===== src/rtl/useq_pkg.sv =====
// Package: shared encodings and the control-word layout for the microcode
// sequencer. Assumes a 4-bit micro-address space (16 words).
package useq_pkg;

    typedef enum logic [1:0] {NS_ZERO = 2'd0, NS_DISP = 2'd1, NS_INC = 2'd2} nsel_e;
    typedef enum logic [1:0] {AL_ADD = 2'd0, AL_SUB = 2'd1, AL_OR = 2'd2, AL_FN = 2'd3} alu_e;
    typedef enum logic       {SA_PC = 1'b0, SA_REG = 1'b1} srca_e;
    typedef enum logic [2:0] {SB_REG = 3'd0, SB_FOUR = 3'd1, SB_SEXT = 3'd2,
                              SB_ZEXT = 3'd3, SB_SHFT = 3'd4} srcb_e;
    typedef enum logic [1:0] {RD_NONE = 2'd0, RD_RD = 2'd1, RD_RT = 2'd2} rdst_e;
    typedef enum logic       {WB_ALU = 1'b0, WB_MEM = 1'b1} wb_e;
    typedef enum logic [1:0] {MO_IDLE = 2'd0, MO_RD = 2'd1, MO_WR = 2'd2} mop_e;
    typedef enum logic [1:0] {AD_PC = 2'd0, AD_AOUT = 2'd1, AD_ALU = 2'd2} adr_e;
    typedef enum logic [1:0] {PM_HOLD = 2'd0, PM_ALU = 2'd1, PM_EQ = 2'd2, PM_VEC = 2'd3} pcm_e;

    typedef struct packed {
        nsel_e seq;
        alu_e  alu;
        srca_e sa;
        srcb_e sb;
        rdst_e rd;
        wb_e   wb;
        mop_e  mem;
        adr_e  ad;
        logic  ir_we;
        pcm_e  pcm;
        logic  trap;
    } ctrl_t;

    // Micro-address map: entry points are fixed by the dispatch table.
    localparam int UA_FETCH = 0;
    localparam int UA_DEC   = 1;
    localparam int UA_BEQ   = 3;
    localparam int UA_RTY   = 4;
    localparam int UA_ORI   = 6;
    localparam int UA_LW    = 8;
    localparam int UA_SW    = 11;
    localparam int UA_EXC   = 12;

    // Opcodes that have a dispatch entry.
    localparam logic [5:0] OP_RTY = 6'h00;
    localparam logic [5:0] OP_BEQ = 6'h04;
    localparam logic [5:0] OP_ORI = 6'h0D;
    localparam logic [5:0] OP_LW  = 6'h23;
    localparam logic [5:0] OP_SW  = 6'h2B;

endpackage


===== src/rtl/useq_dispatch.sv =====
// Module: opcode dispatch table. Purely combinational; maps the opcode to
// the first micro-address of its routine. Assumes every unlisted opcode is
// illegal and must land on the exception word.
module useq_dispatch
    import useq_pkg::*;
#(
    parameter int OP_W = 6,
    parameter int UA_W = 4
) (
    input  logic [OP_W-1:0] opcode,
    output logic [UA_W-1:0] target
);

    // Look up the entry point; the default covers all unused rows.
    always_comb begin
        case (opcode)
            OP_RTY:  target = UA_W'(UA_RTY);
            OP_BEQ:  target = UA_W'(UA_BEQ);
            OP_ORI:  target = UA_W'(UA_ORI);
            OP_LW:   target = UA_W'(UA_LW);
            OP_SW:   target = UA_W'(UA_SW);
            default: target = UA_W'(UA_EXC);
        endcase
    end

endmodule


===== src/rtl/useq_rom.sv =====
// Module: microcode store. Combinational lookup of the control word at the
// current micro-address. Assumes unprogrammed addresses must be harmless:
// they drive an idle word that returns to fetch.
module useq_rom
    import useq_pkg::*;
#(
    parameter int UA_W = 4
) (
    input  logic [UA_W-1:0] addr,
    output ctrl_t           word
);

    // Assemble the word for this address starting from an all-idle word.
    always_comb begin
        word     = '0;
        word.seq = NS_ZERO;
        case (int'(addr))
            UA_FETCH: begin
                word.sa = SA_PC;  word.sb = SB_FOUR; word.alu = AL_ADD;
                word.mem = MO_RD; word.ad = AD_PC;   word.ir_we = 1'b1;
                word.pcm = PM_ALU; word.seq = NS_INC;
            end
            UA_DEC: begin
                word.sa = SA_PC; word.sb = SB_SHFT; word.alu = AL_ADD;
                word.seq = NS_DISP;
            end
            UA_BEQ: begin
                word.sa = SA_REG; word.sb = SB_REG; word.alu = AL_SUB;
                word.pcm = PM_EQ;
            end
            UA_RTY: begin
                word.sa = SA_REG; word.sb = SB_REG; word.alu = AL_FN;
                word.seq = NS_INC;
            end
            UA_RTY + 1: begin
                word.rd = RD_RD; word.wb = WB_ALU;
            end
            UA_ORI: begin
                word.sa = SA_REG; word.sb = SB_ZEXT; word.alu = AL_OR;
                word.seq = NS_INC;
            end
            UA_ORI + 1: begin
                word.rd = RD_RT; word.wb = WB_ALU;
            end
            UA_LW: begin
                word.sa = SA_REG; word.sb = SB_SEXT; word.alu = AL_ADD;
                word.seq = NS_INC;
            end
            UA_LW + 1: begin
                word.mem = MO_RD; word.ad = AD_AOUT; word.seq = NS_INC;
            end
            UA_LW + 2: begin
                word.rd = RD_RT; word.wb = WB_MEM;
            end
            UA_SW: begin
                word.sa = SA_REG; word.sb = SB_SEXT; word.alu = AL_ADD;
                word.mem = MO_WR; word.ad = AD_ALU;
            end
            UA_EXC: begin
                word.pcm = PM_VEC; word.trap = 1'b1;
            end
            default: word.seq = NS_ZERO;
        endcase
    end

endmodule


===== src/rtl/useq_next.sv =====
// Module: micro-address register and next-address selector. Assumes the
// select comes from the word at the current address and that reset is
// synchronous and active low.
module useq_next
    import useq_pkg::*;
#(
    parameter int UA_W = 4
) (
    input  logic            clk,
    input  logic            rst_n,
    input  nsel_e           sel,
    input  logic [UA_W-1:0] disp,
    output logic [UA_W-1:0] upc
);

    logic [UA_W-1:0] nxt;

    // Pick the following micro-address from the select field.
    always_comb begin
        case (sel)
            NS_DISP: nxt = disp;
            NS_INC:  nxt = upc + 1'b1;
            default: nxt = '0;
        endcase
    end

    // Hold the micro-address; reset returns it to fetch.
    always_ff @(posedge clk) begin
        if (!rst_n) upc <= '0;
        else        upc <= nxt;
    end

endmodule


===== src/rtl/ucode_seq.sv =====
// Module: top of the microcode control sequencer. Registers the
// micro-address, looks up the control word combinationally and resolves the
// conditional PC write with the ALU equal flag. Assumes the datapath samples
// the outputs at the next rising edge.
module ucode_seq
    import useq_pkg::*;
#(
    parameter int OP_W = 6,
    parameter int UA_W = 4
) (
    input  logic            clk,
    input  logic            rst_n,
    input  logic [OP_W-1:0] opcode,
    input  logic            alu_eq,
    output logic [UA_W-1:0] upc,
    output logic [1:0]      alu_op,
    output logic            src_a,
    output logic [2:0]      src_b,
    output logic [1:0]      reg_dst,
    output logic            wb_sel,
    output logic [1:0]      mem_op,
    output logic [1:0]      addr_sel,
    output logic            ir_we,
    output logic [1:0]      pc_mode,
    output logic            pc_we,
    output logic            trap
);

    ctrl_t           cw;
    logic [UA_W-1:0] disp_tgt;

    useq_dispatch #(.OP_W(OP_W), .UA_W(UA_W)) u_disp (
        .opcode (opcode),
        .target (disp_tgt)
    );

    useq_rom #(.UA_W(UA_W)) u_rom (
        .addr (upc),
        .word (cw)
    );

    useq_next #(.UA_W(UA_W)) u_next (
        .clk   (clk),
        .rst_n (rst_n),
        .sel   (cw.seq),
        .disp  (disp_tgt),
        .upc   (upc)
    );

    // Unpack the word onto the datapath control pins.
    always_comb begin
        alu_op   = cw.alu;
        src_a    = cw.sa;
        src_b    = cw.sb;
        reg_dst  = cw.rd;
        wb_sel   = cw.wb;
        mem_op   = cw.mem;
        addr_sel = cw.ad;
        ir_we    = cw.ir_we;
        pc_mode  = cw.pcm;
        trap     = cw.trap;
    end

    // Resolve the PC write: conditional mode follows the equal flag.
    always_comb begin
        case (cw.pcm)
            PM_ALU, PM_VEC: pc_we = 1'b1;
            PM_EQ:          pc_we = alu_eq;
            default:        pc_we = 1'b0;
        endcase
    end

endmodule


===== config.mk =====
export PLATFORM = sky130hd
export DESIGN_NAME = ucode_seq
export DESIGN_NICKNAME = d
export VERILOG_FILES = /design/src/rtl/useq_pkg.sv /design/src/rtl/useq_dispatch.sv /design/src/rtl/useq_rom.sv /design/src/rtl/useq_next.sv /design/src/rtl/ucode_seq.sv
export SDC_FILE = /design/constraint.sdc
export NUM_CORES = 1
export LEC_CHECK = 0
export BUFFER_PORTS_ARGS = -buffer_cell sky130_fd_sc_hd__buf_2
export CORE_AREA = 2 2 39 41
export CTS_CLUSTER_DIAMETER = 200
export DETAILED_ROUTE_END_ITERATION = 8
export DIE_AREA = 0 0 41 43
export PLACE_DENSITY = 0.86
export SLEW_MARGIN = 0
export SYNTH_ARGS = -nofsm -noshare
export SYNTH_HDL_FRONTEND = slang
export SYNTH_SLANG_ARGS = --single-unit
export TNS_END_PERCENT = 5

===== constraint.sdc =====
create_clock -name clk -period 2.12 [get_ports clk]
set_input_delay 0.318 -clock clk [delete_from_list [all_inputs] [get_ports clk]]
set_output_delay 0.318 -clock clk [all_outputs]
set_load 0.02 [all_outputs]

## After elaboration in Yosys (flattened, before gate mapping)

Cells that the tools add are included.

| word-level totals | value |
|---|---|
| bits in registers | 4 |
| input bits | 9 |
| output and inout port bits | 22 |
| word-level logic and storage cells | 37 |

| cells by class | value |
|---|---|
| add/subtract/negate cells | 1 |
| equality and inequality tests | 20 |
| mux-type cells | 10 |
| reduce and logical (&&, ||, !) cells | 5 |

Operators with widths:

| kind | count |
|---|---|
| case mux 6 bit (6 select lines) | 1 |
| == test 4 bit (second input constant) | 5 |
| case mux 4 bit (5 select lines) | 1 |
| == test 4 x 3 -> 1 bit (second input constant) | 4 |
| == test 6 bit (second input constant) | 2 |
| case mux 4 bit (3 select lines) | 1 |
| case mux 3 bit (3 select lines) | 1 |
| case mux 4 bit (2 select lines) | 1 |
| == test 2 bit (second input constant) | 3 |
| == test 6 x 3 -> 1 bit (second input constant) | 1 |
| == test 6 x 4 -> 1 bit (second input constant) | 1 |
| logical NOT 6 bit | 1 |
| case mux 2 bit (3 select lines) | 1 |
| OR reduction 5 bit | 1 |
| adder 4 x 1 -> 4 bit (second input constant) | 1 |
| == test 2 x 1 -> 1 bit (second input constant) | 2 |
| == test 4 x 1 -> 1 bit (second input constant) | 1 |
| == test 4 x 2 -> 1 bit (second input constant) | 1 |
| logical NOT 4 bit | 1 |
| case mux 2 bit (2 select lines) | 1 |
| OR reduction 2 bit | 2 |
| 2-to-1 mux 1 bit | 2 |
| case mux 1 bit (2 select lines) | 1 |

## Longest topological paths before layout

Gate-level depths: netlist of run 1.

| logic depth | value |
|---|---|
| depth after elaboration | 5 |
| mapped depth | 10 |
| gate-level depth less buffers | 9 |

## Cells and area by module

From an unflattened synthesis of run 1, not the netlist that was laid out.

| second synthesis, totals | value |
|---|---|
| cell total of the unflattened synthesis | 79 |
| area total of the unflattened synthesis | 581.8 µm² |

Modules (own cells, without submodules):

| module | times used | cells an instance | area an instance (µm²) | sequential area each (µm²) |
|---|---|---|---|---|
| useq_rom | 1 | 40 | 275.3 | 0.0 |
| useq_next | 1 | 25 | 224.0 | 80.1 |
| useq_dispatch | 1 | 13 | 75.1 | 0.0 |
| ucode_seq | 1 | 1 | 7.5 | 0.0 |

## Worst setup path after synthesis of run 1

No wires, ideal clock.

| path | value |
|---|---|
| kind | register to output |
| start | register u_next.upc[0] |
| end | output src_a |
| arrival time | 1.698 ns |
| required time | 1.802 ns |
| slack | 0.104 ns |
| stages on the path, launching flop included | 7 |
| path buffers | 1 |
| cells stage by stage | dfxtp_1 -> inv_1 -> ha_1 -> clkbuf_1 -> o21bai_1 -> mux2i_1 -> or2_2 |

| between the ends | value |
|---|---|
| longest elaborated chain between the ends | 3 |
| elaborated cells on any way between the ends | 9 |
| those cells by class | eq/ne (6); mux (1); reduce/logical (2) |

Ends and longest elaborated chain:

| item | RTL line | RTL |
|---|---|---|
| start, declared | useq_next.sv:13 | `output logic [UA_W-1:0] upc` |
| start signal, assigned | useq_next.sv:30 | `else upc <= nxt;` |
| == test 4 bit | useq_rom.sv:17 | `case (int'(addr))` |
| OR reduction 2 bit (no line) | - |  |
| case mux 6 bit (6 select lines) (*) | useq_rom.sv:17 |  |
| end, declared | ucode_seq.sv:17 | `output logic src_a,` |

Mark *: on every way between the ends. The rest lies on a longest branch, timed or not.

## Final worst setup path of run 1

Ends and elaborated chain as after synthesis.

==> summary.md, run 1 <==
| Metric | Value |
|---|---|
| Port bufs | `30` |
| Number of buffers created by CTS | `3` |
| Net switching power | `0.4147 mW` |
| CTS tree | `built` |
| Clock Sinks | `4` |
| Slew Viols, Final | `0` |
| Die Span X | `just over 40 um` |
| I/O Pins | `31` |
| Proportion of total power due to net switching | `a little over half` |
| Final Hold Viols | `0` |
| Peak supply drop | `~0.34 mV` |
| Pin count of the biggest net entering global routing | `17` |
| Cell Rows | `14` |
| CTS clk-pin slew, worst paths | `0.04 ns` |
| Starting density of the core | `approximately 40%` |
| Critical path, cell by cell | `inv_1, ha_2, o21bai_1, mux2i_1, or2_2, buf_2` |
| Number of nets with antenna violations after detailed routing | `0` |
| Upper clock frequency limit | `approximately 500 MHz` |
| Leakage component of the power | `a little over 0.4 nW` |
| TritonRoute pass-1 iters | `4` |
| Mux cell area share after synthesis | `3.678%` |
| Post-Synth Simple-Gate Area | `a little over a third` |
| Ys flop type | `sky130_fd_sc_hd__dfxtp_1` |
| Async set or reset register ratio after synthesis | `0%` |
| Top Registers | `u_next.upc (4)` |
| Top cell type by total area after synthesis | `sky130_fd_sc_hd__dfxtp_1` |
| Area Growth Syn to Fin | `31.95%` |
| Overall fraction of global-route tracks in use | `~14%` |
| Final weighted congestion of routability-driven global placement | `approximately 0.70` |
| Critical path class | `reg2out` |
| Leading post-synthesis cells by cell area | `sky130_fd_sc_hd__dfxtp_1 15%, sky130_fd_sc_hd__ha_1 14%, sky130_fd_sc_hd__nand2_1 7.6%, sky130_fd_sc_hd__a21oi_1 7.4%, sky130_fd_sc_hd__inv_1 4.8%` |
| Outcome | `completed` |
| Routed wire per std cell | `9.605 um` |
| Total power after layout | `slightly below 0.8 mW` |
| Core area | `around 1400 um^2` |
| Library cell used as clock root buffer | `sky130_fd_sc_hd__clkbuf_4` |
| Endpoint arrival time on the critical path | `1.66 ns` |
| Final count of negative-setup-slack endpoints | `0` |
| Gate power share | `between 70 and 80%` |
| Share of synthesized area occupied by flip-flops and latches | `14.71%` |
| Dpl hpwl | `959.2 um` |
| Utilization after layout | `between 50% and 60%` |
| Category of the worst setup path capture point | `primary output` |
| CP Launch Type | `flip-flop` |
| Initial antenna violation count | `0` |
| Vias in the first global route | `about 470` |
| Ant. Diodes | `0` |
| Number of nets in the layout | `between 100 and 150` |
| Count of flip-flops with a built-in enable after synthesis | `0` |
| Final clock skew | `between 0.003 and 0.004 ns` |
| Post-layout minimum cycle time | `~2.0 ns` |
| CTS max path bufs | `2` |
| Critical path's slowest cell | `sky130_fd_sc_hd__dfxtp_1` |
| Mapped cell area | `544.3 um^2` |
| Power share of the sequential group | `16.0%` |
| Total via count in the routed design | `around 620` |
| Final Routed Wirelength | `between 1 and 1.5 mm` |
| Global-route wire length before repair | `~1.7 mm` |
| Layout cells sized above 1 | `between 30% and 40%` |
| Mapped Cells | `slightly below 80` |
| CP required | `between 1.5 and 2 ns` |
| Unrepaired setup endpoints after global routing | `false` |
| Hold path depth | `3` |
| Length in cells of the worst reg-to-reg path | `9` |
| Fraction of synthesized cell area in xor and xnor cells | `3.218%` |
| Syn_nets | `94` |
| Worst hold path type | `in2reg` |
| P_int | `approximately 0.37 mW` |
| Die outline height | `43 um` |
| Clock latency on the worst-skew pair | `0.24 ns` |
| Overall die area | `about 1800 um^2` |
| Total negative slack | `0 ns` |
| Max transition margin | `around two thirds` |
| Remaining routing DRC violations | `0` |
| Largest delay contributor family on the critical path | `flip-flops` |
| Post-synthesis cell type count | `33` |
| Synthesized-area fraction occupied by adder cells | `approximately 14%` |
| Vias per std cell | `between 4 and 5` |
| Yosys warnings | `0` |
| Maximum level of the CTS H-tree | `1` |
| Post-CTS Setup Bufs | `0` |
| Grt ovf | `0` |
| Iteration-0 DRC Markers | `2` |
| Combinational family with the most area after synthesis | `simple AND/OR/NAND/NOR gates` |
| PwrDens | `approximately 1100 nW/um^2` |
| Critical Path Fanout Max | `9` |
| Max FFs per register | `4` |
| Fraction of post-synthesis cell area in the top cell type by area | `14.71%` |
| Area fraction in compound gates after synthesis | `approximately 20%` |
| Largest register by flop count | `u_next.upc` |
| Power share of the clock group | `around an eighth` |
| Critical path buffer and inverter count | `2` |
| Crit-path max cell delay | `about 0.37 ns` |
| Max Cap Violations | `0` |
| Average size of a mapped cell | `approximately 6.9 um^2` |
| Seq cells post-synth | `4` |
| Logic depth of the worst path, buffers included | `6` |
| Slew @ Worst Pin | `0.4867 ns` |
| Final worst path period share | `93.35%` |
## kinds of logic after synthesis
group	count (synthesis)
buffers and inverters	11
adders and majority gates	6
and+or+nand+nor	36
DFF	4
xor gates and xnor gates	2
AOI/OAI and AO/OA	18
muxes	2
## per-layer routing
metal,track usage [%],routed length [um],up-vias
met5,0,0,-
met1,13.78,498,258
li1,-,-,321
met4,12.00,27,0
met2,23.13,560,33
met3,3.141,104,3
## power by group through the flow
stage | logic, mW | clock network (mW) | registers [mW]
after floorplan | 0.387 | 0 | 0.137
after global placement | 0.545 | 0 | 0.124
after detailed placement | 0.557 | 0 | 0.126
after CTS | 0.559 | 0.0972 | 0.125
after global routing | 0.623 | 0.0996 | 0.128
final | 0.559 | 0.0967 | 0.125
## cell usage in the layout, fill, tap and decap left out
cell type	n
sky130_fd_sc_hd__buf_2	30
sky130_fd_sc_hd__nand2_1	11
sky130_fd_sc_hd__a21oi_1	8
sky130_fd_sc_hd__inv_1	7
sky130_fd_sc_hd__nor2_1	6
sky130_fd_sc_hd__ha_1	5
sky130_fd_sc_hd__dfxtp_1	4
sky130_fd_sc_hd__and2_1	3
sky130_fd_sc_hd__clkbuf_4	3
sky130_fd_sc_hd__nor2b_1	2
sky130_fd_sc_hd__nand3_1	2
sky130_fd_sc_hd__or2_2	2
sky130_fd_sc_hd__o21bai_1	2
sky130_fd_sc_hd__mux2i_1	2
sky130_fd_sc_hd__nand2b_1	2
sky130_fd_sc_hd__o21ai_0	2
sky130_fd_sc_hd__o22ai_1	1
sky130_fd_sc_hd__and3b_1	1
sky130_fd_sc_hd__o31ai_1	1
sky130_fd_sc_hd__nor3b_1	1
sky130_fd_sc_hd__or3b_4	1
sky130_fd_sc_hd__nor3_2	1
sky130_fd_sc_hd__nand3b_1	1
sky130_fd_sc_hd__o21ai_1	1
sky130_fd_sc_hd__xor2_1	1
sky130_fd_sc_hd__nand4b_1	1
sky130_fd_sc_hd__o31a_1	1
sky130_fd_sc_hd__o21ai_2	1
sky130_fd_sc_hd__and3_1	1
sky130_fd_sc_hd__nor3_1	1
sky130_fd_sc_hd__xnor2_1	1
sky130_fd_sc_hd__a22oi_1	1
sky130_fd_sc_hd__ha_2	1
## path summary, 6_finish.rpt
check / from / endpoint / slack (ns)
worst max-delay path: u_next.upc[0] / src_a / 0.14
worst min-delay path: opcode[4] / u_next.upc[2] / 0.40
worst max register to register: u_next.upc[0] / u_next.upc[0] / 0.39
worst min register to register: u_next.upc[0] / u_next.upc[0] / 0.66
## worst min-delay path, stage by stage
cell                      delay [ns]
sky130_fd_sc_hd__buf_2          0.11
sky130_fd_sc_hd__o21ai_2        0.06
sky130_fd_sc_hd__a21oi_1        0.12
## what timing repair did
item | 4_1_cts | 5_1_grt
endpoints found under the hold margin | 0 | 0
hold buffers | 0 | 0
gates resized for setup | 0 | 1
endpoints found under the setup margin | 0 | 1
## cell usage after synthesis, types with 2 or more instances
library cell and number:
sky130_fd_sc_hd__or2_2 2, sky130_fd_sc_hd__nor2_1 6, sky130_fd_sc_hd__buf_2 2, sky130_fd_sc_hd__and2_1 3, sky130_fd_sc_hd__inv_1 7, sky130_fd_sc_hd__nor2b_1 2
sky130_fd_sc_hd__a21oi_1 8, sky130_fd_sc_hd__nand2_1 11, sky130_fd_sc_hd__mux2i_1 2, sky130_fd_sc_hd__nand2b_1 2, sky130_fd_sc_hd__ha_1 6, sky130_fd_sc_hd__nand3_1 2
sky130_fd_sc_hd__o21bai_1 2, sky130_fd_sc_hd__o21ai_0 2, sky130_fd_sc_hd__dfxtp_1 4
## per-stage QoR
step | area [um^2] | setup slack, ns | std cells | hold slack (ns)
floorplan | 544.3 | 0.1040 | 79 | 0.5040
global placement | 693.2 | 0.3560 | 121 | 0.6241
detailed placement | 693.2 | 0.3050 | 121 | 0.6514
CTS | 715.7 | 0.05019 | 124 | 0.4055
global route | 718.2 | 0.05585 | 124 | 0.4372
finish | 718.2 | 0.1411 | 124 | 0.4036
## final cells by class
class / count / area, um^2
inverters: 7 / 26.28
clock buffers: 3 / 22.52
fillers: 140 / 665.6
well taps: 16 / 20.02
multi-input cells: 64 / 419.2
repair buffers: 30 / 150.1
flip-flops and latches: 4 / 80.08
(Power assumes the default switching activity.)
==> run 2: changes to the inputs <==
--- a/config.mk
+++ b/config.mk
@@ -10,7 +10,7 @@
 export CTS_CLUSTER_DIAMETER = 200
 export DETAILED_ROUTE_END_ITERATION = 8
 export DIE_AREA = 0 0 41 43
-export PLACE_DENSITY = 0.86
+export PLACE_DENSITY_LB_ADDON = 0.15
 export SLEW_MARGIN = 0
 export SYNTH_ARGS = -nofsm -noshare
 export SYNTH_HDL_FRONTEND = slang
==> summary.md, run 2 (synthesis results as in run 1) <==
| Metric | Value |
|---|---|
| Post-layout minimum cycle time | `roughly 2.0 ns` |
| I/O Pins | `31` |
| Port bufs | `30` |
| Total negative slack | `0 ns` |
| Upper clock frequency limit | `508.6 MHz` |
| CTS clk-pin slew, worst paths | `roughly 0.040 ns` |
| Overall die area | `between 1500 and 2000 um^2` |
| Overall fraction of global-route tracks in use | `about 17%` |
| Number of buffers created by CTS | `3` |
| Length in cells of the worst reg-to-reg path | `9` |
| Max transition margin | `65.47%` |
| Number of nets in the layout | `~130` |
| Category of the worst setup path capture point | `primary output` |
| Final worst path period share | `92.74%` |
| Endpoint arrival time on the critical path | `1.65 ns` |
| CP required | `~1.8 ns` |
| Vias per std cell | `4.855` |
| Total power after layout | `slightly below 0.8 mW` |
| Dpl hpwl | `1.019 mm` |
| Post-layout instance count excluding filler cells | `roughly 120` |
| Final clock skew | `around 0.0070 ns` |
| Grt ovf | `0` |
| Die Span X | `41 um` |
| Final weighted congestion of routability-driven global placement | `0.7043` |
| Cell Rows | `14` |
| Unrepaired setup endpoints after global routing | `false` |
| Routed wire per std cell | `10.15 um` |
| Pin count of the biggest net entering global routing | `17` |
| Critical Path Fanout Max | `9` |
| TritonRoute pass-1 iters | `3` |
| Area Growth Syn to Fin | `32.18%` |
| Critical path, cell by cell | `inv_1, ha_2, o21bai_1, mux2i_1, or2_2, buf_2` |
| Crit-path max cell delay | `0.39 ns` |
| Worst R2R Start | `u_next.upc[0]` |
| Slew @ Worst Pin | `between 0.5 and 0.6 ns` |
| Layout filler cell count | `roughly 160` |
| DP Cell Count | `~120` |
| Starting density of the core | `about two fifths` |
| Layout cells sized above 1 | `~37%` |
| Maximum level of the CTS H-tree | `1` |
| CTS tree | `built` |
| Hold path depth | `3` |
| Worst min-delay path startpoint | `rst_n` |
| Worst hold path type | `in2reg` |
| Outcome | `completed` |
| Final count of negative-setup-slack endpoints | `0` |
| Ant. Diodes | `0` |
| Top Registers | `u_next.upc (4)` |
| CP Launch Type | `flip-flop` |
| Max FFs per register | `4` |
| PwrDens | `1081 nW/um^2` |
| Clock latency on the worst-skew pair | `around 0.24 ns` |
| Iteration-0 DRC Markers | `8` |
| Core area | `approximately 1400 um^2` |
| Max Cap Violations | `0` |
| Critical path startpoint | `u_next.upc[1]` |
| Critical path class | `reg2out` |
| Total via count in the routed design | `602` |
| Die outline height | `between 40 and 50 um` |
| Leakage component of the power | `0.4118 nW` |
| Final Routed Wirelength | `1.258 mm` |
| Post-CTS Setup Bufs | `0` |
| Global-route wire length before repair | `~2.1 mm` |
| Number of gates given a new drive strength after cts | `0` |
| Remaining routing DRC violations | `0` |
| CTS max path bufs | `2` |
| Initial antenna violation count | `0` |
| Peak supply drop | `between 0.5 and 0.6 mV` |
| CTS hold repair buffers | `0` |
| Critical path's slowest cell | `sky130_fd_sc_hd__dfxtp_1` |
| Most frequent standard cell in the layout excluding fill and tap cells | `sky130_fd_sc_hd__buf_2` |
| Clock Sinks | `4` |
| Number of nets with antenna violations after detailed routing | `0` |
| Vias in the first global route | `around 540` |
| Largest register by flop count | `u_next.upc` |
| Library cell used as clock root buffer | `sky130_fd_sc_hd__clkbuf_4` |
| Most used cells in the layout excluding fill and tap cells | `30 x sky130_fd_sc_hd__buf_2, 11 x sky130_fd_sc_hd__nand2_1, 8 x sky130_fd_sc_hd__a21oi_1, 7 x sky130_fd_sc_hd__inv_1, 6 x sky130_fd_sc_hd__nor2_1` |
| Final Hold Viols | `0` |
| Slew Viols, Final | `0` |
## run 2: cell counts in the layout (fill, tap and decap cells not counted)
Identical to the previous run, type by type.
## run 2: final timing paths
path                         to  slack [ns]
setup / recovery          src_a        0.15
hold / removal    u_next.upc[0]        0.40
setup reg to reg  u_next.upc[1]        0.39
hold reg to reg   u_next.upc[0]        0.60
## run 2: power breakdown
part / leakage (nW) / total (mW) / switching [mW] / internal (mW)
clock: 0.0138 / 0.0925 / 0.0293 / 0.0631
sequential: 0.0329 / 0.129 / 0.0331 / 0.0957
combinational: 0.365 / 0.556 / 0.348 / 0.209
total: 0.412 / 0.778 / 0.410 / 0.367
## run 2: per-layer routing
layer / track usage (%) / part of all wire [%]
met2: 29.06 / 53
met5: 0 / 0
met3: 3.141 / 7.2
met4: 6.000 / 0
met1: 19.29 / 40
## run 2: final cells by class
class	count	area, um^2	area share (%)
clock buffer	3	22.52	3.130
inverter	7	26.28	3.652
multi-input combinational	64	419.2	58.26
sequential	4	81.33	11.30
tap	16	20.02	2.783
timing repair buffer	30	150.1	20.87
## run 2: through the flow
step / utilization [%] / hold WS, ns / area (um^2) / setup slack (ns)
3_5_place_dp: 50.09 / 0.6571 / 693.2 / 0.2725
5_1_grt: 51.99 / 0.4352 / 719.4 / 0.02701
6_report: 51.99 / 0.4021 / 719.4 / 0.1538
2_1_floorplan: - / 0.5040 / 544.3 / 0.1040
3_3_place_gp: 50.09 / 0.6256 / 693.2 / 0.3313
4_1_cts: 51.72 / 0.4101 / 715.7 / 0.02063
## run 2: critical path: cells and delay by family, from the launching register on
kind	cells	cell delay, ns
and+or+nand+nor	1	0.30
AOI/OAI and AO/OA	1	0.15
muxes	1	0.10
DFF	1	0.39
buffers and inverters	2	0.25
adders and majority gates	1	0.23
